==> config.mk <==
export PLATFORM = sky130hd
export DESIGN_NAME = pctl_port_ctrl
export DESIGN_NICKNAME = d
export VERILOG_FILES = /design/src/rtl/pctl_pkg.sv /design/src/rtl/pctl_bus_decode.sv /design/src/rtl/pctl_ctrl_cell.sv /design/src/rtl/pctl_status_mux.sv /design/src/rtl/pctl_port_ctrl.sv
export SDC_FILE = /design/constraint.sdc
export NUM_CORES = 1
export LEC_CHECK = 0
export ABC_AREA = 1
export BUFFER_PORTS_ARGS = -buffer_cell sky130_fd_sc_hd__buf_2
export CORE_MARGIN = 4
export CORE_UTILIZATION = 33
export DETAILED_ROUTE_END_ITERATION = 8
export PLACE_DENSITY = 0.89
export SYNTH_ARGS = -nofsm -noshare
export SYNTH_HDL_FRONTEND = slang
export SYNTH_SLANG_ARGS = --single-unit
==> constraint.sdc <==
create_clock -name clk -period 2.4 [get_ports clk]
set_input_delay 0.12 -clock clk [delete_from_list [all_inputs] [get_ports clk]]
set_output_delay 0.12 -clock clk [all_outputs]
set_load 0.02 [all_outputs]
==> src/rtl/pctl_pkg.sv <==
package pctl_pkg;

    localparam int DATA_W    = 32;
    localparam int NUM_CTRL  = 7;
    localparam int READY_POS = 31;

    // control index order inside the block
    localparam int IDX_PRST  = 0;
    localparam int IDX_DRST  = 1;
    localparam int IDX_INIT  = 2;
    localparam int IDX_W1C   = 3;
    localparam int IDX_RSUM  = 4;
    localparam int IDX_ACT32 = 5;
    localparam int IDX_PMUL  = 6;

    typedef struct packed {
        logic set_wr;
        logic clr_wr;
        logic rd_stat;
    } bus_dec_t;

    // bit position of each control in the software-visible word
    function automatic int ctrl_pos(input int idx);
        case (idx)
            IDX_PRST:  return 0;
            IDX_DRST:  return 1;
            IDX_INIT:  return 2;
            IDX_W1C:   return 3;
            IDX_RSUM:  return 6;
            IDX_ACT32: return 10;
            default:   return 13;
        endcase
    endfunction

    function automatic bit ctrl_rst_val(input int idx);
        return (idx == IDX_PRST) || (idx == IDX_W1C);
    endfunction

    function automatic bit ctrl_self_clr(input int idx);
        return (idx == IDX_DRST) || (idx == IDX_INIT);
    endfunction

    function automatic logic [DATA_W-1:0] defined_mask();
        logic [DATA_W-1:0] m;
        m = '0;
        for (int i = 0; i < NUM_CTRL; i++) m[ctrl_pos(i)] = 1'b1;
        return m;
    endfunction

endpackage

==> src/rtl/pctl_bus_decode.sv <==
module pctl_bus_decode
    import pctl_pkg::*;
#(
    parameter int                ADDR_W   = 16,
    parameter logic [ADDR_W-1:0] SET_OFFS = 16'h1000,
    parameter logic [ADDR_W-1:0] CLR_OFFS = 16'h1004
) (
    input  logic [ADDR_W-1:0] addr,
    input  logic              we,
    output bus_dec_t          dec
);
    logic hit_set;
    logic hit_clr;

    always_comb begin
        hit_set     = (addr == SET_OFFS);
        hit_clr     = (addr == CLR_OFFS);
        dec.set_wr  = we & hit_set;
        dec.clr_wr  = we & hit_clr;
        dec.rd_stat = hit_set;
    end
endmodule

==> src/rtl/pctl_ctrl_cell.sv <==
module pctl_ctrl_cell #(
    parameter bit RST_VAL  = 1'b0,
    parameter bit SELF_CLR = 1'b0
) (
    input  logic clk,
    input  logic rst,
    input  logic set_i,
    input  logic clr_i,
    input  logic done_i,
    output logic q
);
    // set outranks clear and done; done only matters for one-shot bits
    always_ff @(posedge clk) begin
        if (rst)                     q <= RST_VAL;
        else if (set_i)              q <= 1'b1;
        else if (clr_i)              q <= 1'b0;
        else if (SELF_CLR && done_i) q <= 1'b0;
    end
endmodule

==> src/rtl/pctl_status_mux.sv <==
module pctl_status_mux
    import pctl_pkg::*;
(
    input  logic [NUM_CTRL-1:0] ctrl_q,
    input  logic                ready_i,
    input  logic                rd_stat,
    output logic [DATA_W-1:0]   rdata
);
    logic [DATA_W-1:0] word;

    always_comb begin
        word = '0;
        for (int i = 0; i < NUM_CTRL; i++) word[ctrl_pos(i)] = ctrl_q[i];
        word[READY_POS] = ready_i & ~ctrl_q[IDX_PRST];
        rdata = rd_stat ? word : '0;
    end
endmodule

==> src/rtl/pctl_port_ctrl.sv <==
module pctl_port_ctrl
    import pctl_pkg::*;
#(
    parameter int                ADDR_W   = 16,
    parameter logic [ADDR_W-1:0] SET_OFFS = 16'h1000
) (
    input  logic              clk,
    input  logic              rst,
    input  logic [ADDR_W-1:0] bus_addr,
    input  logic              bus_we,
    input  logic [DATA_W-1:0] bus_wdata,
    output logic [DATA_W-1:0] bus_rdata,
    input  logic              eng_ready_i,
    input  logic              dev_rst_done_i,
    input  logic              port_init_done_i,
    output logic              port_rst_o,
    output logic              dev_rst_o,
    output logic              port_init_o,
    output logic              irq_w1c_mode_o,
    output logic              resume_o,
    output logic              act32_o,
    output logic              pmul_en_o
);
    localparam logic [ADDR_W-1:0] CLR_OFFS = SET_OFFS + ADDR_W'(4);
    localparam logic [DATA_W-1:0] DEF_MASK = defined_mask();

    bus_dec_t            dec;
    logic [NUM_CTRL-1:0] ctrl_q;
    logic [NUM_CTRL-1:0] done_vec;
    logic                wdata_unused;

    assign wdata_unused = ^(bus_wdata & ~DEF_MASK);

    pctl_bus_decode #(
        .ADDR_W   (ADDR_W),
        .SET_OFFS (SET_OFFS),
        .CLR_OFFS (CLR_OFFS)
    ) u_dec (
        .addr (bus_addr),
        .we   (bus_we),
        .dec  (dec)
    );

    always_comb begin
        done_vec           = '0;
        done_vec[IDX_DRST] = dev_rst_done_i;
        done_vec[IDX_INIT] = port_init_done_i;
    end

    for (genvar g = 0; g < NUM_CTRL; g++) begin : g_cell
        pctl_ctrl_cell #(
            .RST_VAL  (ctrl_rst_val(g)),
            .SELF_CLR (ctrl_self_clr(g))
        ) u_cell (
            .clk    (clk),
            .rst    (rst),
            .set_i  (dec.set_wr & bus_wdata[ctrl_pos(g)]),
            .clr_i  (dec.clr_wr & bus_wdata[ctrl_pos(g)]),
            .done_i (done_vec[g]),
            .q      (ctrl_q[g])
        );
    end

    pctl_status_mux u_stat (
        .ctrl_q  (ctrl_q),
        .ready_i (eng_ready_i),
        .rd_stat (dec.rd_stat),
        .rdata   (bus_rdata)
    );

    assign port_rst_o     = ctrl_q[IDX_PRST];
    assign dev_rst_o      = ctrl_q[IDX_DRST];
    assign port_init_o    = ctrl_q[IDX_INIT];
    assign irq_w1c_mode_o = ctrl_q[IDX_W1C];
    assign resume_o       = ctrl_q[IDX_RSUM];
    assign act32_o        = ctrl_q[IDX_ACT32];
    assign pmul_en_o      = ctrl_q[IDX_PMUL];
endmodule

**Word level (Yosys, flattened, before mapping)**

Index checks and enable logic that the tools add are counted.

- Register bits: 7
- Input port bits: 54
- Output and inout bits: 39
- Logic and storage cells: 47

- Equal/unequal tests: 2
- Mux-type cells: 13
- Bitwise logic cells: 18
- Reduce and logical (&&, ||, !) cells: 7

Operators by type and width:

| kind | count |
|---|---|
| $eq 16x13->1 const B | 2 |
| $mux 32 | 1 |
| $and 1x1->1 | 17 |
| $mux 1 | 12 |
| $reduce_bool 2->1 | 3 |
| $reduce_bool 3->1 | 2 |
| $reduce_or 2->1 | 2 |
| $not 1->1 | 1 |

**Logic depth before layout (Yosys ltp)**

- Depth after elaboration: 5
- Mapped depth: 8
- Gate-level depth less buffers: 8

**Modules after synthesis**

From an unflattened synthesis, not the netlist that was laid out.

- Cell total of the unflattened synthesis: 131
- Area total of the unflattened synthesis: 749.5 um2

By module, submodules not included:

| module | times used | cells each | area each (um2) | sequential area each (um2) |
|---|---|---|---|---|
| pctl_status_mux | 1 | 42 | 249.0 | 0.0 |
| pctl_ctrl_cell at g_cell[4].u_cell ... | 3 | 5 | 40.0 | 20.0 |
| pctl_port_ctrl | 1 | 29 | 108.9 | 0.0 |
| pctl_bus_decode | 1 | 23 | 101.3 | 0.0 |
| pctl_ctrl_cell at g_cell[1].u_cell ... | 2 | 6 | 50.0 | 20.0 |
| pctl_ctrl_cell at g_cell[0].u_cell ... | 2 | 5 | 35.0 | 20.0 |

**Worst setup path before layout**

No wires, ideal clock.

- Kind: in2out
- Start point: input bus_addr[4]
- End point: output bus_rdata[0]
- Data arrival time: 0.958 ns
- Data required time: 2.280 ns
- Setup slack: 1.322 ns
- Cell stages on the path: 7
- Path buffers: 0
- Cells stage by stage: nor2_2 -> nand2_1 -> nor2_2 -> nand2_2 -> nor2_8 -> inv_2 -> nor2_1

- Longest elaborated chain between the ends: 2

RTL lines:

| item | RTL line | source |
|---|---|---|
| start: declaration | pctl_port_ctrl.sv:9 | `input logic [ADDR_W-1:0] bus_addr,` |
| $eq 16x13->1 | pctl_bus_decode.sv:16 | `hit_set = (addr == SET_OFFS);` |
| $mux 32 | pctl_status_mux.sv:15 | `rdata = rd_stat ? word : '0;` |
| end: declaration | pctl_port_ctrl.sv:12 | `output logic [DATA_W-1:0] bus_rdata,` |

Every way passes these cells.

**Worst setup path in the final report**

Ends and elaborated chain as after synthesis.

==> metrics.cfg <==
[clocking]
cts_buffers = 3
insertion_delay_ns = 0.25
cts_tree = yes
htree_levels = 1
hold_buffers = 0
cts.sinks = 7
ctsResizeCount = 0
cts_buffer_depth = 2
clkTransAtPathRegs_ns = 0.05
post_cts_buffers = 0
cts-root-buf = clkbuf_4

[hold_path]
hold_depth = 2
hold_path_end = g_cell[1].u_cell.q
hp-start = rst
hold_path_class = in2reg

[place]
place_area_um2 = 844.6
hpwl_mm = 1.411
routabilityCongestion = 0.7278
io_buffers = 43

[global_route]
top_usage_layer = met2
antenna_found_initial = 0
grt_pass1_wl_mm = 2.359
use_met2_pct = 17.54
use_met3_pct = 6.648
grt_use_total_pct = 11.17
gr-total-overflow = 0
grt_util_met1_pct = 13.04
grt_pass1_vias = 597
grt_max_degree = 9

[floorplanning]
dieHeight_um = 53.87
start_util_pct = 35.04
die_w_um = 53.87
rows = 16
num_io_pins = 93
die_area_um2 = 2902
fp.coreArea_um2 = 1982

[final_layout]
nets = 213
insertedDiodeCount = 0
fin_area_um2 = 870.8
final_common_cell = buf_2
largest_register_ffs = 7
drive_above_1_share_pct = 34.18
fillers = 225
layout_common_cells = buf_2 (43), conb_1 (24), nor2_1 (21), nand2_1 (15), inv_1 (14)
regMostFlops = g_cell.u_cell.q
areaGrowthSynthToFinish_pct = 25.41
largestRegisters = g_cell.u_cell.q x7

[yosys]
synth_cell_type_count = 15
synth_area_um2 = 694.4
ys_seq_area_share_pct = 20.18
synthCells = 113
avgSynthCellArea_um2 = 6.145
synth_seq_cells = 7
yosys_warnings = 0

[drt]
first_iter_violations = 5
route.detailed.drc = 0
drt-pass1-iter-count = 4
via_per_inst = 3.870
wire_per_inst_um = 8.686
drtAntennaViolNets = 0
via_count = 716
wl_mm = 1.607

[sta]
drv_slew = 0
tns_ns = 0
setup_violations = 0
hold_viol = 0
finalCritPeriodShare_pct = 51.67
rsz0062_at_grt = no
worst_clock_skew_ns = 0
fmax_mhz = 806.5
finalCriticalPeriod_ns = 1.240

[setup_path]
endpoint_kind = output pin
required_ns = 2.28
r2r_start = g_cell[2].u_cell.q
r2r_slack_ns = 1.65
worst-setup-path-type = in2out
r2r_end = g_cell[2].u_cell.q
worst_r2r_path_depth = 4
start_kind = primary input
worst_ep_arrival_time_ns = 1.12
crit_fanout = 8

[power]
power_leakage_uw = 0.0004811
ir_drop_mv = 0.2399
power_density_nw_per_um2 = 341.8

[run]
maxCapViolations = 0

[status]
status = complete, no violations

cells in the mapped netlist:
master | count | share of area, %
inv_2 | 1 | 0.54
nand2_1 | 15 | 8.1
buf_4 | 24 | 26
nand2_2 | 1 | 0.90
nor2_1 | 21 | 11
dfxtp_1 | 7 | 20
a21oi_1 | 5 | 3.6
nand3_1 | 10 | 7.2
conb_1 | 1 | 0.54
nand4_1 | 5 | 4.5
o21ai_0 | 2 | 1.4
inv_1 | 14 | 7.6
buf_2 | 1 | 0.72
nor2_2 | 5 | 4.5
nor2_8 | 1 | 2.9
how the worst max path moves through the flow:
stage	startpoint	end	cells after the start
global placement	bus_addr[8]	bus_rdata[2]	9
finish	bus_addr[4]	bus_rdata[0]	9
CTS	bus_addr[4]	bus_rdata[3]	9
global route	bus_addr[8]	bus_rdata[13]	9
floorplan	bus_addr[4]	bus_rdata[0]	7
detailed placement	bus_addr[4]	bus_rdata[3]	9
power by group:
part	leakage [uW]	internal (uW)	switching [uW]
clock	0.0000150	63.3	41.6
combinational	0.000410	20.9	55.4
sequential	0.0000564	116	0.000526
total	0.000481	201	97.0
final cells by class:
class / instances / area [um^2] / share of cell area, %
timing repair buffer: 43 / 215.2 / 24.71
tap: 27 / 33.78 / 3.879
sequential: 7 / 140.1 / 16.09
clock buffer: 4 / 26.28 / 3.017
multi-input combinational: 89 / 399.1 / 45.83
inverter: 15 / 56.30 / 6.466
kinds of logic (layout without fill, tap and decap cells):
| group | count (synthesis) | count (layout) | share of synthesized area, % |
|---|---|---|---|
| simple gates | 58 | 58 | 39.46 |
| flops | 7 | 7 | 20.18 |
| compound gates | 7 | 7 | 5.045 |
| buf+inv | 40 | 62 | 34.77 |
| other cells | 1 | 24 | 0.5400 |
per-stage QoR:
| stage | setup slack (ns) | total power (uW) | hold slack (ns) | std cells | util [%] |
|---|---|---|---|---|---|
| after floorplan | 1.322 | 194.6 | 0.1891 | 136 | - |
| after global placement | 1.172 | 193.1 | 0.3667 | 181 | 42.61 |
| after detailed placement | 1.159 | 193.8 | 0.3655 | 181 | 42.61 |
| after CTS | 1.159 | 301.9 | 0.09225 | 185 | 43.94 |
| after global routing | 1.059 | 315.5 | 0.1094 | 185 | 43.94 |
| final | 1.160 | 297.6 | 0.1017 | 185 | 43.94 |
per-layer routing:
metal  vias to the layer above  wire length [um]
met3                         0               205
li1                        393                 -
met1                       287               609
met2                        36               792
met4                         0                 0
met5                         -                 0
critical path, cell delays in order:
cell	delay, ns
buf_2	0.10
nor2_2	0.11
nand2_1	0.08
nor2_2	0.11
nand2_2	0.09
nor2_8	0.14
inv_2	0.10
nor2_1	0.09
buf_2	0.17
Power figures use the tool's default switching activity.
